<file path="config.mk">
export PLATFORM = sky130hd
export DESIGN_NAME = dmx_dma_ctrl
export DESIGN_NICKNAME = d
export VERILOG_FILES = /design/src/rtl/dmx_pkg.sv /design/src/rtl/dmx_delay_slot.sv /design/src/rtl/dmx_ack_tracker.sv /design/src/rtl/dmx_dma_ctrl.sv
export SDC_FILE = /design/constraint.sdc
export NUM_CORES = 1
export LEC_CHECK = 0
export BUFFER_PORTS_ARGS = -buffer_cell sky130_fd_sc_hd__clkbuf_2
export CAP_MARGIN = 30
export CORE_MARGIN = 10
export CORE_UTILIZATION = 50
export CTS_CLUSTER_DIAMETER = 150
export DETAILED_ROUTE_END_ITERATION = 8
export HOLD_SLACK_MARGIN = 0.08
export PLACE_DENSITY = 0.8
export SKIP_CTS_REPAIR_TIMING = 1
export SYNTH_ARGS = -nofsm -noshare
export SYNTH_HDL_FRONTEND = slang
export SYNTH_SLANG_ARGS = --single-unit
</file>
<file path="constraint.sdc">
create_clock -name clk -period 7 [get_ports clk]
set_clock_uncertainty 0.2 [all_clocks]
set_input_delay 0.7 -clock clk [delete_from_list [all_inputs] [get_ports clk]]
set_output_delay 0.7 -clock clk [all_outputs]
set_load 0.01 [all_outputs]
</file>
<file path="src/rtl/dmx_pkg.sv">
package dmx_pkg;

    typedef enum logic [1:0] {
        ST_IDLE    = 2'd0,
        ST_RD_WAIT = 2'd1,
        ST_WR_WAIT = 2'd2
    } dmx_state_e;

    localparam logic [1:0] SEQ_LOAD  = 2'd0;
    localparam logic [1:0] SEQ_STORE = 2'd1;

    localparam logic [2:0] RSP_MEM_ACK = 3'd0;
    localparam logic [2:0] RSP_DATA    = 3'd1;
    localparam logic [2:0] RSP_DATA_EX = 3'd2;
    localparam logic [2:0] RSP_INV_ACK = 3'd3;

    typedef enum logic [1:0] {
        EV_MEM_ACK = 2'd0,
        EV_DATA    = 2'd1,
        EV_INV_ACK = 2'd2,
        EV_BAD     = 2'd3
    } dmx_event_e;

    function automatic dmx_event_e decode_rsp(input logic [2:0] kind);
        case (kind)
            RSP_MEM_ACK:           return EV_MEM_ACK;
            RSP_DATA, RSP_DATA_EX: return EV_DATA;
            RSP_INV_ACK:           return EV_INV_ACK;
            default:               return EV_BAD;
        endcase
    endfunction

endpackage

</file>
<file path="src/rtl/dmx_delay_slot.sv">
module dmx_delay_slot #(
    parameter int W   = 8,
    parameter int LAT = 14
) (
    input  logic         clk,
    input  logic         rst_n,
    input  logic         load_i,
    input  logic [W-1:0] load_data_i,
    output logic         out_valid_o,
    input  logic         out_ready_i,
    output logic [W-1:0] out_data_o,
    output logic         busy_o
);
    localparam int CNTW = (LAT < 1) ? 1 : $clog2(LAT + 1);
    localparam logic [CNTW-1:0] LAT_C = CNTW'(LAT);

    typedef struct packed {
        logic            full;
        logic [CNTW-1:0] dly;
        logic [W-1:0]    data;
    } slot_t;

    slot_t slot_d, slot_q;

    always_comb begin
        slot_d = slot_q;
        if (load_i) begin
            slot_d.full = 1'b1;
            slot_d.dly  = LAT_C;
            slot_d.data = load_data_i;
        end else if (slot_q.full) begin
            if (slot_q.dly != '0) begin
                slot_d.dly = slot_q.dly - 1'b1;
            end else if (out_ready_i) begin
                slot_d.full = 1'b0;
            end
        end
    end

    always_ff @(posedge clk or negedge rst_n) begin
        if (!rst_n) slot_q <= '0;
        else        slot_q <= slot_d;
    end

    assign out_valid_o = slot_q.full && (slot_q.dly == '0);
    assign out_data_o  = slot_q.data;
    assign busy_o      = slot_q.full;

endmodule

</file>
<file path="src/rtl/dmx_ack_tracker.sv">
module dmx_ack_tracker #(
    parameter int CW = 8
) (
    input  logic                 clk,
    input  logic                 rst_n,
    input  logic                 clear_i,
    input  logic                 apply_i,
    input  logic signed [CW-1:0] delta_i,
    input  logic                 take_i,
    output logic                 pend_o
);
    typedef struct packed {
        logic signed [CW-1:0] bal;
        logic                 pend;
    } trk_t;

    trk_t trk_d, trk_q;

    always_comb begin
        trk_d = trk_q;
        if (clear_i) begin
            trk_d.bal  = '0;
            trk_d.pend = 1'b0;
        end else begin
            if (apply_i) begin
                trk_d.bal = trk_q.bal - delta_i;
                if (trk_d.bal == '0) trk_d.pend = 1'b1;
            end
            if (take_i) trk_d.pend = 1'b0;
        end
    end

    always_ff @(posedge clk or negedge rst_n) begin
        if (!rst_n) trk_q <= '0;
        else        trk_q <= trk_d;
    end

    assign pend_o = trk_q.pend;

endmodule

</file>
<file path="src/rtl/dmx_dma_ctrl.sv">
module dmx_dma_ctrl
    import dmx_pkg::*;
#(
    parameter int AW      = 32,
    parameter int DW      = 64,
    parameter int LW      = 8,
    parameter int CW      = 8,
    parameter int IDW     = 4,
    parameter logic [IDW-1:0] SRC_ID = 4'd5,
    parameter int REQ_LAT = 14,
    parameter int RSP_LAT = 14
) (
    input  logic                 clk,
    input  logic                 rst_n,
    input  logic                 seq_valid,
    output logic                 seq_ready,
    input  logic [1:0]           seq_kind,
    input  logic [AW-1:0]        seq_addr,
    input  logic [LW-1:0]        seq_len,
    input  logic [DW-1:0]        seq_data,
    output logic                 req_valid,
    input  logic                 req_ready,
    output logic                 req_kind,
    output logic [AW-1:0]        req_addr,
    output logic [LW-1:0]        req_len,
    output logic [DW-1:0]        req_data,
    output logic [IDW-1:0]       req_src,
    input  logic                 rsp_valid,
    output logic                 rsp_ready,
    input  logic [2:0]           rsp_kind,
    input  logic signed [CW-1:0] rsp_acks,
    input  logic [DW-1:0]        rsp_data,
    output logic                 unb_valid,
    input  logic                 unb_ready,
    output logic [AW-1:0]        unb_addr,
    output logic                 rd_done,
    output logic [DW-1:0]        rd_data,
    output logic                 wr_done,
    output logic                 err_seq,
    output logic                 err_rsp
);
    localparam int REQ_W = 1 + AW + LW + DW;

    typedef struct packed {
        dmx_state_e    st;
        logic [AW-1:0] addr;
        logic [DW-1:0] hold;
        logic          rd_done;
        logic          wr_done;
        logic          err_seq;
        logic          err_rsp;
    } ctl_t;

    ctl_t ctl_d, ctl_q;

    dmx_state_e cur_state;
    dmx_event_e ev;
    logic       trig_pend, unb_busy, req_busy;
    logic       rsp_handled, rsp_fire, ack_apply, trig_take;
    logic       seq_fire, seq_good, req_load, unb_load;
    logic [REQ_W-1:0] req_payload;

    assign cur_state = ctl_q.st;
    assign ev        = decode_rsp(rsp_kind);

    always_comb begin
        rsp_handled = 1'b0;
        case (cur_state)
            ST_RD_WAIT: rsp_handled = (ev == EV_DATA) || (ev == EV_INV_ACK);
            ST_WR_WAIT: rsp_handled = (ev == EV_MEM_ACK) || (ev == EV_INV_ACK);
            default:    rsp_handled = 1'b0;
        endcase
        if (ev == EV_BAD) rsp_handled = 1'b1;
    end

    assign rsp_ready = !trig_pend && rsp_handled;
    assign rsp_fire  = rsp_valid && rsp_ready;
    assign ack_apply = rsp_fire && ((ev == EV_MEM_ACK) || (ev == EV_INV_ACK));
    assign trig_take = trig_pend &&
                       ((cur_state == ST_RD_WAIT) || ((cur_state == ST_WR_WAIT) && !unb_busy));
    assign seq_ready = (cur_state == ST_IDLE) && !req_busy;
    assign seq_fire  = seq_valid && seq_ready;
    assign seq_good  = (seq_kind == SEQ_LOAD) || (seq_kind == SEQ_STORE);
    assign req_load  = seq_fire && seq_good;
    assign unb_load  = trig_take && (cur_state == ST_WR_WAIT);

    always_comb begin
        ctl_d         = ctl_q;
        ctl_d.rd_done = 1'b0;
        ctl_d.wr_done = 1'b0;
        ctl_d.err_seq = 1'b0;
        ctl_d.err_rsp = rsp_fire && (ev == EV_BAD);
        case (cur_state)
            ST_IDLE: begin
                if (seq_fire) begin
                    if (seq_kind == SEQ_LOAD) begin
                        ctl_d.st   = ST_RD_WAIT;
                        ctl_d.addr = seq_addr;
                        ctl_d.hold = '0;
                    end else if (seq_kind == SEQ_STORE) begin
                        ctl_d.st   = ST_WR_WAIT;
                        ctl_d.addr = seq_addr;
                    end else begin
                        ctl_d.err_seq = 1'b1;
                    end
                end
            end
            ST_RD_WAIT: begin
                if (rsp_fire && (ev == EV_DATA)) begin
                    ctl_d.hold    = rsp_data;
                    ctl_d.rd_done = 1'b1;
                    ctl_d.st      = ST_IDLE;
                end else if (trig_take) begin
                    ctl_d.rd_done = 1'b1;
                    ctl_d.st      = ST_IDLE;
                end
            end
            ST_WR_WAIT: begin
                if (trig_take) begin
                    ctl_d.wr_done = 1'b1;
                    ctl_d.st      = ST_IDLE;
                end
            end
            default: ctl_d.st = ST_IDLE;
        endcase
    end

    always_ff @(posedge clk or negedge rst_n) begin
        if (!rst_n) begin
            ctl_q    <= '0;
            ctl_q.st <= ST_IDLE;
        end else begin
            ctl_q <= ctl_d;
        end
    end

    dmx_ack_tracker #(.CW(CW)) trk_i (
        .clk     (clk),
        .rst_n   (rst_n),
        .clear_i (req_load),
        .apply_i (ack_apply),
        .delta_i (rsp_acks),
        .take_i  (trig_take),
        .pend_o  (trig_pend)
    );

    dmx_delay_slot #(.W(REQ_W), .LAT(REQ_LAT)) req_slot_i (
        .clk         (clk),
        .rst_n       (rst_n),
        .load_i      (req_load),
        .load_data_i ({(seq_kind == SEQ_STORE), seq_addr, seq_len, seq_data}),
        .out_valid_o (req_valid),
        .out_ready_i (req_ready),
        .out_data_o  (req_payload),
        .busy_o      (req_busy)
    );

    dmx_delay_slot #(.W(AW), .LAT(RSP_LAT)) unb_slot_i (
        .clk         (clk),
        .rst_n       (rst_n),
        .load_i      (unb_load),
        .load_data_i (ctl_q.addr),
        .out_valid_o (unb_valid),
        .out_ready_i (unb_ready),
        .out_data_o  (unb_addr),
        .busy_o      (unb_busy)
    );

    assign {req_kind, req_addr, req_len, req_data} = req_payload;
    assign req_src = SRC_ID;
    assign rd_done = ctl_q.rd_done;
    assign rd_data = ctl_q.hold;
    assign wr_done = ctl_q.wr_done;
    assign err_seq = ctl_q.err_seq;
    assign err_rsp = ctl_q.err_rsp;

endmodule

</file>
# Word level (Yosys, flattened, before mapping)

Index checks and enable logic that the tools add are counted.

Mux-type cells: 34
Equality and inequality tests: 13
Add/sub/neg operators: 3
Reduce and logical (&&, ||, !) cells: 45

Operator list:

| kind                  | count |
|---|---|
| $mux W64              | 2 |
| $pmux W64 S2          | 1 |
| $mux W98              | 1 |
| $mux W34              | 2 |
| $mux W5               | 4 |
| $mux W9               | 2 |
| $mux W1               | 15 |
| $reduce_bool A2 Y1    | 7 |
| $logic_and A1 B1 Y1   | 13 |
| $pmux W2 S3           | 2 |
| $logic_not A4 Y1      | 2 |
| $logic_not A8 Y1      | 1 |
| $mux W4               | 2 |
| $reduce_and A2 Y1     | 4 |
| $reduce_bool A4 Y1    | 2 |
| $sub A4 B1 Y4 const B | 2 |
| $sub A8 B8 Y8         | 1 |
| $eq A2 B1 Y1 const B  | 3 |
| $eq A2 B2 Y1 const B  | 3 |
| $eq A3 B2 Y1 const B  | 2 |
| $logic_not A2 Y1      | 3 |
| $reduce_bool A3 Y1    | 2 |
| $logic_or A1 B1 Y1    | 4 |
| $mux W2               | 2 |
| other kinds (10)      | 13 |

Logic and storage cells: 110
Flip-flop bits (word level): 258

# Logic depth before layout (Yosys ltp)

Gate-level depths: netlist (run 1).

Depth in word-level cells: 13
Mapped depth: 12
Mapped depth without buffers: 10

# By module

Synthesis (run 1) repeated with hierarchy kept, for this count alone.

Cells, all modules: 1044
Area, all modules: 12565.8 um2

By module, submodules not included:

| module                       | area each (um2) | cells each | instances |
|---|---|---|---|
| dmx_dma_ctrl                 | 5156.2          | 476        | 1 |
| dmx_delay_slot at req_slot_i | 4918.5          | 353        | 1 |
| dmx_delay_slot at unb_slot_i | 1681.6          | 126        | 1 |
| dmx_ack_tracker              | 809.5           | 89         | 1 |

# Worst setup path before layout (run 1)

OpenSTA, ideal clock, no wires.

Path type: input to register
From: in rsp_kind[0]
To: reg ctl_q, in the netlist rd_data[53]
Required time: 6679 ps
Arrival time: 2627 ps
Cell stages on the path: 12
Path slack: 4052 ps
Path buffers: 2
Library setup time: 121 ps
Cell sequence: xor2_1 > nor2b_1 > inv_1 > ha_1 > maj3_2 > nor2_1 > o2bb2ai_2 > and3_4 > and3_4 > buf_12 > buf_12 > a22o_2

Word-level cells in the longest chain between the ends: 12
Elaborated cells between the ends (all ways): 19
Classes of those cells: eq/ne: 7; mux: 3; reduce/logical: 9

Ends and longest elaborated chain:

| element                                             | RTL line                               | RTL |
|---|---|---|
| from (decl)                                         | dmx_dma_ctrl.sv:30                     | `input logic [2:0] rsp_kind,` |
| $eq A3 B1 Y1 / $eq A3 B2 Y1 (equally long branches) | dmx_pkg.sv:25                          | `case (kind)` |
| $reduce_or A2 Y1                                    | dmx_pkg.sv:25                          |  |
| $pmux W2 S3 *                                       | dmx_pkg.sv:25                          |  |
| $eq A2 B2 Y1 (tied with other cells)                | dmx_dma_ctrl.sv:69, dmx_dma_ctrl.sv:70 |  |
| $logic_or A1 B1 Y1, on equally long branches        | dmx_dma_ctrl.sv:70, dmx_dma_ctrl.sv:69 |  |
| $pmux W1 S2                                         | dmx_dma_ctrl.sv:68                     | `case (cur_state)` |
| $mux W1                                             | dmx_dma_ctrl.sv:73                     | `if (ev == EV_BAD) rsp_handled = 1'b1;` |
| $logic_and A1 B1 Y1                                 | dmx_dma_ctrl.sv:76                     | `assign rsp_ready = !trig_pend && rsp_handled;` |
| $logic_and A1 B1 Y1                                 | dmx_dma_ctrl.sv:77                     | `assign rsp_fire = rsp_valid && rsp_ready;` |
| $logic_and A1 B1 Y1 *                               | dmx_dma_ctrl.sv:109                    | `if (rsp_fire && (ev == EV_DATA)) begin` |
| $ne A2 B1 Y1 (no line) *                            | -                                      |  |
| $reduce_and A4 Y1 (no line) *                       | -                                      |  |
| to (signal assigned)                                | dmx_dma_ctrl.sv:133                    | `ctl_q <= ctl_d;` |
| to (decl)                                           | dmx_dma_ctrl.sv:54                     | `ctl_t ctl_d, ctl_q;` |

Mark *: on every way between the ends. The rest lies on a longest branch, timed or not.
A chain may end at the register's enable or synchronous reset.

# Worst setup path after layout (run 1)

From: reg ctl_q, in the netlist cur_state[0]
To: reg trk_i.trk_q, in the netlist trk_i.pend_o

Word-level cells in the longest chain between the ends: 8
Elaborated cells between the ends (all ways): 19
Classes of those cells: eq/ne: 2; mux: 4; reduce/logical: 13

Ends and longest elaborated chain:

| element                                             | RTL line                               | RTL |
|---|---|---|
| $eq A2 B2 Y1 / $eq A2 B1 Y1 (equally long branches) | dmx_dma_ctrl.sv:68, dmx_dma_ctrl.sv:80 |  |
| $pmux W1 S2                                         | dmx_dma_ctrl.sv:68                     |  |
| $mux W1                                             | dmx_dma_ctrl.sv:73                     |  |
| $logic_and A1 B1 Y1                                 | dmx_dma_ctrl.sv:76                     |  |
| $logic_and A1 B1 Y1                                 | dmx_dma_ctrl.sv:77                     |  |
| $logic_and A1 B1 Y1                                 | dmx_dma_ctrl.sv:78                     | `assign ack_apply = rsp_fire && ((ev == EV_MEM_ACK) \|\| (ev == EV_INV_ACK));` |
| $reduce_bool A3 Y1 (no line)                        | -                                      |  |
| $reduce_and A2 Y1 (no line)                         | -                                      |  |
| to (signal assigned)                                | dmx_ack_tracker.sv:35                  | `else trk_q <= trk_d;` |
| to (decl)                                           | dmx_ack_tracker.sv:17                  | `trk_t trk_d, trk_q;` |

Parallel ways exist; a longest one is shown, timed or not.

==> results of run 1 <==
[registers in the layout (all words and copies together) (netlist names), 2 cells and up]
register	count
req_slot_i.out_data_o	105
rd_data	64
ctl_q	32
unb_slot_i.out_data_o	32
trk_i.trk_q	8
req_slot_i.slot_q	4
unb_slot_i.slot_q	4
cur_state	2
[power breakdown]
group | total [uW] | switching (uW) | internal, uW
combinational | 1410 | 861 | 554
clock | 1510 | 607 | 907
sequential | 2190 | 261 | 1930
[cell usage in the layout (no fill, tap or decap), types with 7 or more instances in the layout]
master | synthesis | final
a21oi_1 | 7 | 7
clkbuf_8 | 0 | 7
ha_1 | 15 | 15
inv_1 | 23 | 23
a22o_1 | 46 | 46
clkbuf_2 | 0 | 394
nand2_1 | 498 | 498
o21ai_0 | 8 | 8
clkbuf_16 | 0 | 29
dfrtp_1 | 258 | 258
a22o_2 | 24 | 24
[cell usage after synthesis, drive strengths merged, types with 4 or more instances]
cell	instances
nor2b	5
a31oi	5
o21ai	9
a22o	70
dfrtp	258
nand2	498
clkbuf	33
buf	219
a21oi	7
nor2	6
inv	23
ha	15
and3	4
[kinds of logic after synthesis]
| logic type | synth area share |
|---|---|
| DFF | 0.552 |
| adders and majority gates | 0.0187 |
| xor gates and xnor gates | 0.00449 |
| and+or+nand+nor | 0.181 |
| AOI/OAI and AO/OA | 0.0776 |
| other | 0.000642 |
| buffers and inverters | 0.164 |
| muxes | 0.00171 |
[metrics by stage]
step           hold WS, ps   util
2_1_floorplan          204      -
3_3_place_gp           247  0.539
3_5_place_dp           248  0.541
4_1_cts              -5.29  0.582
5_1_grt                135  0.583
6_report               151  0.583
[worst max-delay path by stage]
stage                   endpoint  slack, ps  cells after the start
finish              trk_i.pend_o       3450                      9
floorplan            rd_data[53]       4050                     12
global route        trk_i.pend_o       3140                      9
global placement    trk_i.pend_o       3510                      9
CTS                 trk_i.pend_o       3400                      9
detailed placement  trk_i.pend_o       3440                      9
[worst max-delay path, delay by kind of cell (launching register included)]
kind | cells | cell delay [ps]
compound gates | 1 | 200
fa+ha+maj | 1 | 230
buf+inv | 2 | 820
flops | 1 | 380
simple gates | 5 | 1590
[metal layers]
layer  vias up  track usage  share of wire
li1       4003            -              -
met1      4019        0.234           0.39
met2       358        0.333           0.49
met3        55       0.0632          0.088
met4         0       0.0593          0.028
met5         -            0              0
[final cells by class]
cell class | instances | area (sq um)
clock inverter | 10 | 118
inverter | 23 | 86.3
tap | 313 | 392
multi-input combinational | 673 | 3350
sequential | 258 | 6460
timing repair buffer | 402 | 2070
fill | 1957 | 9530
clock buffer | 41 | 841
==> flow_metrics.tcl, run 1 <==
set metrics [dict create \
    ys.flop_type "dfrtp_1" \
    die_x_um 173 \
    syn_area_sq_mm 0.0117 \
    hold_violations 0 \
    htreeDepth 1 \
    leakagePower_uw 0.00772 \
    gp_congestion 0.900 \
    grt_max_degree 163 \
    cts_tree "built" \
    setup-violations-final 0 \
    drive_gt1_frac 0.344 \
    worstRegToRegCells 9 \
    synth_cell_type_count 53 \
    r2r_slack_ps 3450 \
    n_antenna_cell 0 \
    std_cell_rows 55 \
    synthTopCellsByArea "dfrtp_1 (55%), nand2_1 (16%), buf_4 (13%), a22o_1 (3.4%), a22o_2 (2.1%)" \
    grt-ovfl-total 0 \
    crit_arrival_ps 3800 \
    drc_errors 0 \
    final_cells 1720 \
    ys_ff_latch 258 \
    cts_buffer_depth 3 \
    antenna_found_initial 0 \
    p_per_area_mw_per_mm2 384 \
    io_buffer_count 395 \
    clkTransAtPathRegs_ps 60 \
    grt_pass1_wl_um 48200 \
    post-place-ws_ps 3440 \
    post-route-min-period_ps 3550 \
    synth_enable_flop_cells 0 \
    endpoint_kind "register" \
    finalMaxSlewViolations 0 \
    clk_latency_ps 530 \
    start_kind "register" \
    worstHoldEndpoint "req_slot_i.out_data_o[32]" \
    start_util 0.512 \
    dp.cells 1668 \
    rr_startpoint "cur_state[0]" \
    crit_chain "inv_1 -> ha_1 -> nor2b_1 -> nand2_1 -> or2_4 -> buf_4 -> and4_1 -> nand4_1 -> o31ai_1" \
    cp_max_fo 74 \
    drv_cap 0 \
    cp_slowest_cell "buf_4" \
    r2r_end "trk_i.pend_o" \
    status "finished, final reports clean" \
    dp_hpwl_um 22500 \
    hold_path_startpoint "seq_data[32]" \
    rsz0062_at_grt "false" \
    core_area_sq_mm 0.0228 \
    setup_tns_ps 0 \
    num_io_pins 400 \
    crit_required_ps 7250 \
    grt_pass1_vias 8629 \
    synth_area_per_cell_sq_um 9.71 \
    hold_depth 3 \
    die_y_um 173 \
    ir_drop_mv 0.225 \
    synth_top_cell_by_area "dfrtp_1" \
    cts-root-buf "clkbuf_16" \
    max-slew-margin-rel 0.434 \
    fmax_mhz 282 \
    cts_buffers 28 \
    vias_per_cell 4.90 \
    ys_async_sr_fraction 1.00 \
    via_count 8435 \
    fin_crit_sh 0.507 \
    synth_top_area_frac 0.552 \
    grt_use_total 0.197 \
    syn_inst 1204 \
    dieArea_sq_mm 0.0299 \
    tightest_slew_ps 849 \
    ys_warn_count 0 \
    wire_per_inst_um 18.0 \
    stdcell_area_sq_mm 0.0133 \
    min_path_type "input port to register" \
    first_iter_violations 605 \
    detail-route-antenna-nets 0 \
    critPathKind "register to register" \
    crit_start "cur_state[0]" \
    yosysSeqAreaShare 0.552 \
    totalPowerFinal_uw 5120 \
    place_area_sq_mm 0.0123 \
    drt-pass1-iter-count 5 \
    cpPeakStageDelay_ps 730 \
    timing.final.ws_setup_ps 3450 \
    area_delta_synth_final_pct 13.9 \
    cts.sinks 258 \
    num-nets-final 1589 \
    wirelength_um 30900 \
]
No activity file was read; power rests on OpenSTA's default activity.
==> inputs of run 2 (changes only) <==
--- a/config.mk
+++ b/config.mk
@@ -8,11 +8,11 @@
 export BUFFER_PORTS_ARGS = -buffer_cell sky130_fd_sc_hd__clkbuf_2
 export CAP_MARGIN = 30
 export CORE_MARGIN = 10
-export CORE_UTILIZATION = 50
+export CORE_UTILIZATION = 46
 export CTS_CLUSTER_DIAMETER = 150
 export DETAILED_ROUTE_END_ITERATION = 8
 export HOLD_SLACK_MARGIN = 0.08
-export PLACE_DENSITY = 0.8
+export PLACE_DENSITY = 0.77
 export SKIP_CTS_REPAIR_TIMING = 1
 export SYNTH_ARGS = -nofsm -noshare
 export SYNTH_HDL_FRONTEND = slang
==> constraint.sdc (replaced) <==
create_clock -name clk -period 3 [get_ports clk]
set_clock_uncertainty 0.2 [all_clocks]
set_input_delay 0.3 -clock clk [delete_from_list [all_inputs] [get_ports clk]]
set_output_delay 0.3 -clock clk [all_outputs]
set_load 0.01 [all_outputs]
==> run 2 against run 1 <==
Effect of this change: power increased by 140%; critical path type is now input port to register; non-clock buffer count up 199; wire length up 15%; largest power group unchanged.
==> flow_metrics.tcl, run 2 (synthesis results as in run 1) <==
set metrics [dict create \
    status "finished, final reports clean" \
    setup_tns_ps 0 \
    clk_latency_ps 530 \
    wire_per_inst_um 18.4 \
    place_area_sq_mm 0.0125 \
    grt_pass1_vias 9041 \
    setup-violations-final 0 \
    stdcell_area_sq_mm 0.0153 \
    max-slew-margin-rel 0.480 \
    num_io_pins 400 \
    dieArea_sq_mm 0.0322 \
    grt_max_degree 92 \
    gp_congestion 0.891 \
    antenna_found_initial 4 \
    grt_use_total 0.181 \
    rsz0062_at_grt "false" \
    cp_slowest_cell "and3_4" \
    die_y_um 179 \
    p_int_uw 7980 \
    fin_hold_ws_ps 139 \
    hold_depth 4 \
    cpPeakStageDelay_ps 640 \
    cts_buffer_depth 3 \
    start_kind "input port" \
    wirelength_um 35600 \
    detail-route-antenna-nets 0 \
    ir_drop_mv 0.534 \
    hold_violations 0 \
    grt_pass1_wl_um 49000 \
    grt-ovfl-total 0 \
    start_util 0.466 \
    crit_arrival_ps 3080 \
    crit_required_ps 3260 \
    core_area_sq_mm 0.0251 \
    critPathKind "input port to register" \
    std_cell_rows 58 \
    seqPwrFrac 0.424 \
    leakagePower_uw 0.00854 \
    tightest_slew_ps 779 \
    via_count 9629 \
    min_path_type "input port to register" \
    crit_chain "dlygate4sd3_1 -> clkbuf_2 -> nand3b_1 -> ha_1 -> maj3_2 -> nor2_1 -> o2bb2ai_2 -> and3_4 -> and3_4 -> a22o_2" \
    area_delta_synth_final_pct 30.7 \
    layout_commonest_cell "nand2_1" \
    crit_buf_inv 2 \
    endpoint_kind "register" \
    cp_common_cell "and3_4" \
    p_sw_frac 0.343 \
    post-place-ws_ps 65.3 \
    r2r_slack_ps 210 \
    first_iter_violations 606 \
    clkTransAtPathRegs_ps 60 \
    fmax_mhz 354 \
    cp_max_fo 64 \
    p_clk_frac 0.276 \
    dp_hpwl_um 22500 \
    finalMaxSlewViolations 0 \
    drt-pass1-iter-count 5 \
    io_buffer_count 395 \
    switchingPower_uw 4160 \
    hold_path_startpoint "rsp_acks[1]" \
    fin_crit_sh 0.943 \
    rr_startpoint "cur_state[0]" \
    vias_per_cell 4.97 \
    drive_gt1_frac 0.310 \
    num-nets-final 1788 \
    die_x_um 179 \
    cp_top_family "simple AND/OR/NAND/NOR gates" \
    cts.sinks 258 \
    drc_errors 0 \
    cts_buffers 28 \
    post-route-min-period_ps 2830 \
    p_per_area_mw_per_mm2 794 \
    r2r_end "rd_data[49]" \
    timing.final.ws_setup_ps 172 \
    combPwrFrac 0.300 \
    htreeDepth 1 \
    cts-root-buf "clkbuf_16" \
    largest_reg_flops 105 \
    mostFrequentLayoutCells "nand2_1 (498), clkbuf_2 (394), dfrtp_1 (258)" \
    cts_tree "built" \
    worstHoldEndpoint "trk_i.trk_q[2]" \
    worstRegToRegCells 8 \
    drv_cap 0 \
]
run 2: worst register-to-register path: cells and delay by family (launching register included):
family                   cells  cell delay, ps
flip-flops                   1             410
adder cells (fa/ha/maj)      1             210
AO/OA/AOI/OAI                2             520
buffers and inverters        1             120
AND/OR/NAND/NOR              4            1250
run 2: worst max path at each step:
stage	startpoint	endpoint	slack (ps)	cells after the start
CTS	cur_state[0]	rd_data[14]	230	8
detailed placement	rsp_kind[0]	rd_data[49]	70	11
global placement	rsp_kind[0]	rd_data[49]	160	11
global route	rsp_kind[2]	rsp_ready	30	10
finish	rsp_kind[2]	rd_data[49]	170	10
floorplan	rsp_kind[0]	rd_data[53]	450	12
run 2: per-layer routing:
layer / routed length, um / global-route usage
met5: 0 / 0
met4: 1280 / 0.0539
met3: 3030 / 0.0564
met2: 17700 / 0.309
met1: 13700 / 0.215
run 2: stage by stage:
step                       util  cells  total power (uW)
after floorplan               -   1206              7880
after global placement    0.497   1698              8360
after detailed placement  0.497   1698              8500
after CTS                 0.534   1748             11900
after global routing      0.609   1939             12900
final                     0.609   1939             12100
run 2: power groups by stage:
stage | Sequential [uW] | Clock (uW) | Combinational (uW)
3_5_place_dp | 5120 | 0 | 3370
5_1_grt | 5260 | 3570 | 4060
3_3_place_gp | 5090 | 0 | 3270
4_1_cts | 5090 | 3420 | 3380
6_report | 5140 | 3350 | 3640
2_1_floorplan | 4970 | 0 | 2910
run 2: area by class of cell:
cell class | instances | area, sq um
Fill cell | 1921 | 9830
Sequential cell | 258 | 6460
Timing Repair Buffer | 601 | 4050
Multi-Input combinational cell | 673 | 3350
Clock buffer | 42 | 865
Tap cell | 330 | 413
Inverter | 23 | 86.3
Clock inverter | 8 | 47.5
Antenna cell | 4 | 10.0
